[src/rtl/tc_pkg.sv]
package tc_pkg;
  typedef enum logic [2:0] {
    TC_SUBNS  = 3'd0,
    TC_NS_LO  = 3'd1,
    TC_NS_HI  = 3'd2,
    TC_INCADJ = 3'd3,
    TC_AUXCTL = 3'd4
  } tc_addr_e;
endpackage

[src/rtl/tc_regs.sv]
// Increment register, halt bit and low-word staging.
module tc_regs #(
  parameter int NS_W   = 40,
  parameter int DATA_W = 32
) (
  input  logic              clk,
  input  logic              rst_n,
  input  logic              wr_en,
  input  logic [2:0]        wr_addr,
  input  logic [DATA_W-1:0] wr_data,
  output logic              inc_neg,
  output logic [DATA_W-2:0] inc_mag,
  output logic [DATA_W-1:0] inc_word,
  output logic              halt,
  output logic              load,
  output logic [NS_W-1:0]   load_ns
);
  import tc_pkg::*;
  localparam int HI_W = NS_W - DATA_W;

  logic [DATA_W-1:0] inc_q, lo_stage_q;
  logic              halt_q;
  tc_addr_e          a;

  assign a = tc_addr_e'(wr_addr);

  always_ff @(posedge clk or negedge rst_n) begin
    if (!rst_n) begin
      inc_q      <= '0;
      lo_stage_q <= '0;
      halt_q     <= 1'b0;
    end else if (wr_en) begin
      case (a)
        TC_INCADJ: inc_q      <= wr_data;
        TC_AUXCTL: halt_q     <= wr_data[DATA_W-1];
        TC_NS_LO:  lo_stage_q <= wr_data;
        default: ;
      endcase
    end
  end

  assign inc_word = inc_q;
  assign inc_neg  = inc_q[DATA_W-1];
  assign inc_mag  = inc_q[DATA_W-2:0];
  assign halt     = halt_q;
  assign load     = wr_en && (a == TC_NS_HI);
  assign load_ns  = {wr_data[HI_W-1:0], lo_stage_q};

  assert_halt_follows_write_R9: assert property (@(posedge clk) disable iff (!rst_n)
    (wr_en && a == TC_AUXCTL) |=> (halt == $past(wr_data[DATA_W-1])));
endmodule

[src/rtl/tc_accum.sv]
// Fraction accumulator and nanosecond count.
module tc_accum #(
  parameter int NS_W    = 40,
  parameter int FRAC_W  = 32,
  parameter int STEP_NS = 8
) (
  input  logic              clk,
  input  logic              rst_n,
  input  logic              run,
  input  logic              inc_neg,
  input  logic [FRAC_W-2:0] inc_mag,
  input  logic              load,
  input  logic [NS_W-1:0]   load_ns,
  output logic [FRAC_W-1:0] frac_q,
  output logic [NS_W-1:0]   ns_q
);
  localparam logic [NS_W-1:0] STEP = NS_W'(STEP_NS);

  logic [FRAC_W:0]   sum_ext, dif_ext;
  logic [FRAC_W-1:0] frac_nx;
  logic [NS_W-1:0]   ns_nx;

  always_comb begin
    sum_ext = {1'b0, frac_q} + {2'b00, inc_mag};
    dif_ext = {1'b0, frac_q} - {2'b00, inc_mag};
    if (inc_neg) begin
      frac_nx = dif_ext[FRAC_W-1:0];
      ns_nx   = ns_q + STEP - NS_W'(dif_ext[FRAC_W]);
    end else begin
      frac_nx = sum_ext[FRAC_W-1:0];
      ns_nx   = ns_q + STEP + NS_W'(sum_ext[FRAC_W]);
    end
  end

  always_ff @(posedge clk or negedge rst_n) begin
    if (!rst_n) begin
      frac_q <= '0;
      ns_q   <= '0;
    end else if (load) begin
      frac_q <= '0;
      ns_q   <= load_ns;
    end else if (run) begin
      frac_q <= frac_nx;
      ns_q   <= ns_nx;
    end
  end

  assert_halt_holds_R9: assert property (@(posedge clk) disable iff (!rst_n)
    (!run && !load) |=> (ns_q == $past(ns_q) && frac_q == $past(frac_q)));
  assert_load_clears_frac_R8: assert property (@(posedge clk) disable iff (!rst_n)
    load |=> (frac_q == '0 && ns_q == $past(load_ns)));
  assert_pos_step_R3: assert property (@(posedge clk) disable iff (!rst_n)
    (run && !load && !inc_neg) |=>
      (ns_q == $past(ns_q) + STEP || ns_q == $past(ns_q) + STEP + NS_W'(1)));
  assert_neg_step_R4: assert property (@(posedge clk) disable iff (!rst_n)
    (run && !load && inc_neg) |=>
      (ns_q == $past(ns_q) + STEP || ns_q == $past(ns_q) + STEP - NS_W'(1)));
endmodule

[src/rtl/tc_snapshot.sv]
// Snapshot capture and read-data path.
module tc_snapshot #(
  parameter int NS_W   = 40,
  parameter int DATA_W = 32
) (
  input  logic              clk,
  input  logic              rst_n,
  input  logic              rd_en,
  input  logic [2:0]        rd_addr,
  input  logic [DATA_W-1:0] frac_live,
  input  logic [NS_W-1:0]   ns_live,
  input  logic [DATA_W-1:0] inc_word,
  input  logic              halt,
  output logic [DATA_W-1:0] rd_data,
  output logic              rd_valid
);
  import tc_pkg::*;
  localparam int HI_W = NS_W - DATA_W;

  logic [NS_W-1:0] snap_ns;
  tc_addr_e        a;

  assign a = tc_addr_e'(rd_addr);

  always_ff @(posedge clk or negedge rst_n) begin
    if (!rst_n) begin
      snap_ns  <= '0;
      rd_data  <= '0;
      rd_valid <= 1'b0;
    end else begin
      rd_valid <= rd_en;
      if (rd_en) begin
        case (a)
          TC_SUBNS: begin
            snap_ns <= ns_live;
            rd_data <= frac_live;
          end
          TC_NS_LO:  rd_data <= snap_ns[DATA_W-1:0];
          TC_NS_HI:  rd_data <= {{(DATA_W-HI_W){1'b0}}, snap_ns[NS_W-1:DATA_W]};
          TC_INCADJ: rd_data <= inc_word;
          TC_AUXCTL: rd_data <= {halt, {(DATA_W-1){1'b0}}};
          default:   rd_data <= '0;
        endcase
      end
    end
  end

  assert_one_valid_per_read_R10: assert property (@(posedge clk) disable iff (!rst_n)
    1'b1 |=> (rd_valid == $past(rd_en)));
  assert_hi_reserved_zero_R6: assert property (@(posedge clk) disable iff (!rst_n)
    (rd_en && a == TC_NS_HI) |=> (rd_data[DATA_W-1:HI_W] == '0));
  assert_snap_only_on_subns_R7: assert property (@(posedge clk) disable iff (!rst_n)
    !(rd_en && a == TC_SUBNS) |=> $stable(snap_ns));
endmodule

[src/rtl/ns_time_counter.sv]
module ns_time_counter #(
  parameter int NS_W    = 40,
  parameter int DATA_W  = 32,
  parameter int STEP_NS = 8
) (
  input  logic              clk,
  input  logic              rst_n,
  input  logic              reg_wr_en,
  input  logic              reg_rd_en,
  input  logic [2:0]        reg_addr,
  input  logic [DATA_W-1:0] reg_wdata,
  output logic [DATA_W-1:0] reg_rdata,
  output logic              reg_rd_valid
);
  logic              inc_neg, halt, load;
  logic [DATA_W-2:0] inc_mag;
  logic [DATA_W-1:0] inc_word, frac_q;
  logic [NS_W-1:0]   load_ns, ns_q;

  tc_regs #(.NS_W(NS_W), .DATA_W(DATA_W)) u_regs (
    .clk(clk), .rst_n(rst_n), .wr_en(reg_wr_en), .wr_addr(reg_addr),
    .wr_data(reg_wdata), .inc_neg(inc_neg), .inc_mag(inc_mag),
    .inc_word(inc_word), .halt(halt), .load(load), .load_ns(load_ns)
  );

  tc_accum #(.NS_W(NS_W), .FRAC_W(DATA_W), .STEP_NS(STEP_NS)) u_accum (
    .clk(clk), .rst_n(rst_n), .run(!halt), .inc_neg(inc_neg),
    .inc_mag(inc_mag), .load(load), .load_ns(load_ns),
    .frac_q(frac_q), .ns_q(ns_q)
  );

  tc_snapshot #(.NS_W(NS_W), .DATA_W(DATA_W)) u_snap (
    .clk(clk), .rst_n(rst_n), .rd_en(reg_rd_en), .rd_addr(reg_addr),
    .frac_live(frac_q), .ns_live(ns_q), .inc_word(inc_word), .halt(halt),
    .rd_data(reg_rdata), .rd_valid(reg_rd_valid)
  );
endmodule

[config.mk]
export PLATFORM = sky130hd
export DESIGN_NAME = ns_time_counter
export DESIGN_NICKNAME = d
export VERILOG_FILES = /design/src/rtl/tc_pkg.sv /design/src/rtl/tc_regs.sv /design/src/rtl/tc_accum.sv /design/src/rtl/tc_snapshot.sv /design/src/rtl/ns_time_counter.sv
export SDC_FILE = /design/constraint.sdc
export NUM_CORES = 1
export LEC_CHECK = 0
export ABC_AREA = 1
export BUFFER_PORTS_ARGS = -buffer_cell sky130_fd_sc_hd__buf_2
export CAP_MARGIN = 0
export CORE_ASPECT_RATIO = 0.9
export CORE_MARGIN = 2
export CORE_UTILIZATION = 55
export DETAILED_ROUTE_END_ITERATION = 6
export PLACE_DENSITY_LB_ADDON = 0.3
export SLEW_MARGIN = 40
export SYNTH_ARGS = -nofsm -noshare
export SYNTH_HDL_FRONTEND = slang
export SYNTH_SLANG_ARGS = --single-unit
[constraint.sdc]
create_clock -name clk -period 4.59 [get_ports clk]
set_input_delay 0.6885 -clock clk [delete_from_list [all_inputs] [get_ports clk]]
set_output_delay 0.6885 -clock clk [all_outputs]
set_load 0.02 [all_outputs]
# == After elaboration in Yosys (flattened, before gate mapping) ==
# Index checks and enable logic that the tools add are counted.
# classes
muxes,7
n_reduce_logical,6
add_sub_neg,5
eq_ne,5
# ops
cell,count
32-bit case mux with 5 select lines,1
40-bit two-way mux,3
32-bit two-way mux,3
40-bit by 1-bit adder with 40-bit output,1
40-bit by 4-bit adder with 40-bit output (second input constant),1
40-bit by 1-bit subtractor with 40-bit output,1
32-bit by 31-bit adder with 33-bit output,1
32-bit by 31-bit subtractor with 33-bit output,1
2-bit AND reduction,4
3-bit by 2-bit equality test with 1-bit output (second input constant),2
3-bit by 1-bit equality test with 1-bit output (second input constant),1
3-bit equality test (second input constant),1
3-bit zero test,1
2-bit inequality test (second input constant),1
1-bit logical AND,1
# word_totals
reg_bits,210
in_bits,39
output_inout_bits,33
elab_cells,31

# == Logic depth before layout (Yosys ltp) ==
# depth
ltp_word,5
ltp_mapped,31
depth_no_buf,31

# == Modules after synthesis ==
# A second synthesis with hierarchy kept.
# unflattened
hier_cells,2412
hier_area_um2,16533.4
# by_module_without_submodules
module,area_per_inst_um2,n_inst,cells_per_inst,seq_area_each_um2
tc_accum,9914.5,1,1592,1801.7
tc_snapshot,3682.3,1,487,1826.8
tc_regs,2932.8,1,332,1626.6
ns_time_counter,3.8,1,1,0.0

# == Worst setup path before layout ==
# Ideal clock, no wire load.
# synth_timing
kind,register to register
start,reg u_regs.inc_q[0] (netlist: u_regs.inc_word[0])
end,reg u_accum.ns_q[27]
n_path_buf,0
setup_ns,0.117
required_time_ns,4.473
period_less_slack_ns,3.508
setup_slack_ns,1.082
path_stages_with_launch,26
t_arrival_ns,3.390
cell_sequence,dfrtp_1 -> ha_1 -> inv_1 -> fa_1 -> inv_1 -> nand3_1 -> nand2_1 -> nand2_1 -> nand2_2 -> nand2_2 -> nand2_2 -> nand2_2 -> nand2_4 -> nand2_4 -> ha_1 -> a21oi_1 -> nor2_1 -> nor2_1 -> o21ai_0 -> a21oi_1 -> nand2_1 -> nand2_1 -> nand2_1 -> or2_1 -> nand3_1 -> nand2_1
# synth_via
elab_chain_cells,5
elab_cells_between_ends,7
cone_classes,add/sub (4); mux (3)
# synth_rtl
element,line,source
start: declaration,tc_regs.sv:21,"logic [DATA_W-1:0] inc_q, lo_stage_q;"
start signal: assignment,tc_regs.sv:34,TC_INCADJ: inc_q <= wr_data;
32-bit by 31-bit adder with 33-bit output / 32-bit by 31-bit subtractor with 33-bit output (equally long branches),"tc_accum.sv:24, tc_accum.sv:25",
40-bit by 1-bit adder with 40-bit output / 40-bit by 1-bit subtractor with 40-bit output (equally long branches),"tc_accum.sv:31, tc_accum.sv:28",
40-bit two-way mux (*),tc_accum.sv:26,if (inc_neg) begin
40-bit two-way mux (*),tc_accum.sv:42,end else if (run) begin
40-bit two-way mux (*),tc_accum.sv:39,end else if (load) begin
end signal: assignment,tc_accum.sv:41,ns_q <= load_ns;
end signal: assignment,tc_accum.sv:44,ns_q <= ns_nx;
end: declaration,tc_accum.sv:15,output logic [NS_W-1:0] ns_q
# Mark *: on every way between the ends. The rest lies on a longest branch, timed or not. The select of a mux whose other input is x is not followed.
# A chain may end at the register's enable or synchronous reset.

# == Worst setup path in the final report ==
# layout_timing
start,reg u_regs.inc_q[18] (netlist: u_regs.inc_word[18])
end,reg u_accum.ns_q[33]
# The elaborated chain is that of the path after synthesis.

==> results.py <==
metrics = {
    "power": {
        "internal_power_mw": 6.49,
        "power_frac_comb": 0.623,
        "switching_share": 0.521,
        "p_total_mw": 13.5,
        "p_switching_mw": 7.05,
        "p_per_area_nw_per_um2": 791,
        "p_leak_nw": 8.55,
        "irDropWorstVdd_mv": 0.404,
        "sequentialPowerShare": 0.228,
        "clkPwrFrac": 0.149,
    },
    "timing": {
        "whs_ns": 0.0808,
        "worst_pin_slew_ns": 0.683,
        "fin_crit_sh": 0.939,
        "setup_tns_ns": 0,
        "setup_viol": 0,
        "hold_viol": 0,
        "maxSlewViolCount": 0,
        "fin_worst_skew_ns": 0.0194,
        "slew_headroom": 0.545,
        "rsz0062_at_grt": "no",
        "fmax_mhz": 232,
        "layout_min_cycle_time_ns": 4.31,
    },
    "critical_path": {
        "cp.arrival_ns": 4.72,
        "start_kind": "flip-flop",
        "critPathLaunch": "u_regs.inc_word[18]",
        "crit_path_end_kind": "flip-flop",
        "path_max_fanout": 27,
        "rr_startpoint": "u_regs.inc_word[18]",
        "worstPathRequired_ns": 5.00,
        "critPathKind": "reg -> reg",
    },
    "clock_tree": {
        "clkTransAtPathRegs_ns": 0.07,
        "post_cts_buffers": 0,
        "ctsHtreeMaxLevel": 1,
        "cts-root-buf": "clkbuf_16",
        "clkLatencyLatePin_ns": 0.53,
        "cts_resized": 0,
        "cts_buffers": 23,
        "clock_sinks": 210,
        "hold_buffers": 0,
        "clk_path_buf_depth": 3,
        "cts_tree": "done",
    },
    "synth": {
        "synth-main-ff-cell": "dfrtp_1",
        "yosysMostFrequentCell": "nand2_1",
        "synth-seq-cells": 210,
        "synthTopCellsByCount": "nand2_1 (529), inv_1 (307), dfrtp_1 (210), o21ai_0 (208), a21oi_1 (138)",
        "synth_edf_count": 0,
        "syn_area_um2": 15500,
        "postSynthAreaPerCell_um2": 7.19,
        "synth.distinct_cells": 62,
        "synthTopCellsByArea": "dfrtp_1 (34%), nand2_1 (13%), ha_1 (8.1%), inv_1 (7.4%), o21ai_0 (6.7%)",
        "yosys.area.top_type": "dfrtp_1",
        "syn-num-nets": 2302,
        "yosysSeqAreaShare": 0.338,
        "synthCells": 2161,
        "yosysWarnings": 0,
        "async_flop_share": 1.00,
        "synth_top_area_share": 0.338,
    },
    "detailed_routing": {
        "dr.pass1.iters": 6,
        "wire_per_inst_um": 19.9,
        "first_iter_violations": 1597,
        "viasPerCell": 5.85,
        "drc": 0,
        "wl_um": 51600,
        "num_vias": 15200,
        "antenna_left": 0,
    },
    "placement": {
        "hpwl_um": 39200,
        "gp_congestion": 1.03,
        "placed_cells": 2549,
        "port_buffers": 71,
    },
    "grt": {
        "gr-total-overflow": 0,
        "grt_pass1_vias": 14200,
        "grt_pass1_wl_um": 80000,
        "track_usage": 0.346,
        "antenna_found_initial": 0,
        "grt_max_degree": 79,
    },
    "finish": {
        "fill_cells": 2616,
        "n_antenna_cell": 0,
        "syn2layout_area_growth_pct": 10.1,
        "nets": 2355,
        "drive_above_1_share": 0.117,
        "stdcell_count": 2590,
    },
    "die": {
        "initial_core_util": 0.558,
        "die_h_um": 163,
        "ios": 72,
        "rows": 58,
        "die_w_um": 181,
        "dieArea_um2": 29600,
        "core_um2": 27900,
    },
    "run_status": {
        "status": "complete, no violations",
    },
    "hold_path": {
        "hp-class": "in -> async",
    },
    "job": {
        "maxCapViolations": 0,
    },
}
==> per-stage QoR <==
stage | utilization | instance area, µm² | setup slack, ns
3_5_place_dp | 0.585 | 16300 | 0.0275
4_1_cts | 0.614 | 17100 | 0.0153
6_report | 0.614 | 17100 | 0.280
3_3_place_gp | 0.583 | 16200 | 0.255
5_1_grt | 0.614 | 17100 | 0.0192
2_1_floorplan | - | 15500 | 1.08
==> cell usage in the layout, fill, tap and decap left out, drive strengths merged, types with 36 or more instances in the layout <==
cell type and count:
a21oi 144, buf 96, dfrtp 210, ha 100, inv 324, nand2 554
nand3 99, nor2 141, nor3 36, o21ai 215, xor2 46
==> cell families after synthesis <==
family          share of synthesized area
simple gates                        0.245
buf+inv                            0.0979
xor+xnor                           0.0271
flops                               0.338
mux                                0.0253
fa+ha+maj                          0.0831
compound gates                      0.183
==> worst max-delay path, stage by stage (launching register included) <==
cell and delay (ns):
dfrtp_1 0.46, inv_1 0.10, ha_1 0.41, nor2_1 0.17, inv_1 0.10, nor2_1 0.16, and3_1 0.22, nand2_2 0.08
nand2_4 0.10, nand2_4 0.23, ha_1 0.50, a21oi_1 0.19, inv_1 0.10, a21oi_1 0.35, o21ai_0 0.18, nand2_1 0.09
nand2_1 0.06, a21oi_1 0.32, nand4_1 0.15, nand3_1 0.13, nand2_1 0.07
==> power by group through the flow <==
stage / logic [mW] / clock network, mW / registers [mW]
floorplan: 5.93 / 0 / 2.97
global placement: 8.06 / 0 / 3.05
detailed placement: 8.15 / 0 / 3.07
CTS: 8.21 / 2.02 / 3.05
global route: 9.35 / 2.09 / 3.15
finish: 8.44 / 2.02 / 3.08
==> routing by layer <==
layer | global-route usage | vias to the layer above | wire length, µm
met3 | 0.0468 | 100 | 4340
li1 | - | 7214 | -
met2 | 0.548 | 690 | 22600
met4 | 0.0957 | 0 | 1510
met5 | 0 | - | 0
met1 | 0.496 | 7151 | 23200
==> state kept, by name, indices dropped and copies added (netlist names) <==
signal / count
u_accum.ns_q: 40
u_accum.frac_q: 32
u_regs.halt: 1
u_snap.rd_data: 32
u_snap.rd_valid: 1
u_snap.snap_ns: 40
u_regs.lo_stage_q: 32
u_regs.inc_word: 32
==> cell type report <==
cell class                      instances  area, µm²  area share
Tap cell                              360        450      0.0263
Sequential cell                       210       5260       0.307
Multi-Input combinational cell       1557       8790       0.514
Clock buffer                           31        676      0.0395
Timing Repair Buffer                   96        576      0.0336
Inverter                              326       1220      0.0716
Clock inverter                         10        138     0.00804
==> final timing paths <==
kind / cells past startpoint / slack (ns) / to
setup / recovery: 20 / 0.28 / u_accum.ns_q[33]
hold / removal: 1 / 0.08 / u_accum.ns_q[5]
setup reg to reg: 20 / 0.28 / u_accum.ns_q[33]
hold reg to reg: 2 / 0.49 / u_regs.lo_stage_q[23]
max in group asynchronous: 2 / 3.60 / u_regs.inc_word[2]
min in group clk: 3 / 0.45 / u_regs.lo_stage_q[24]
Note: power is estimated with default switching activity, not from simulation.
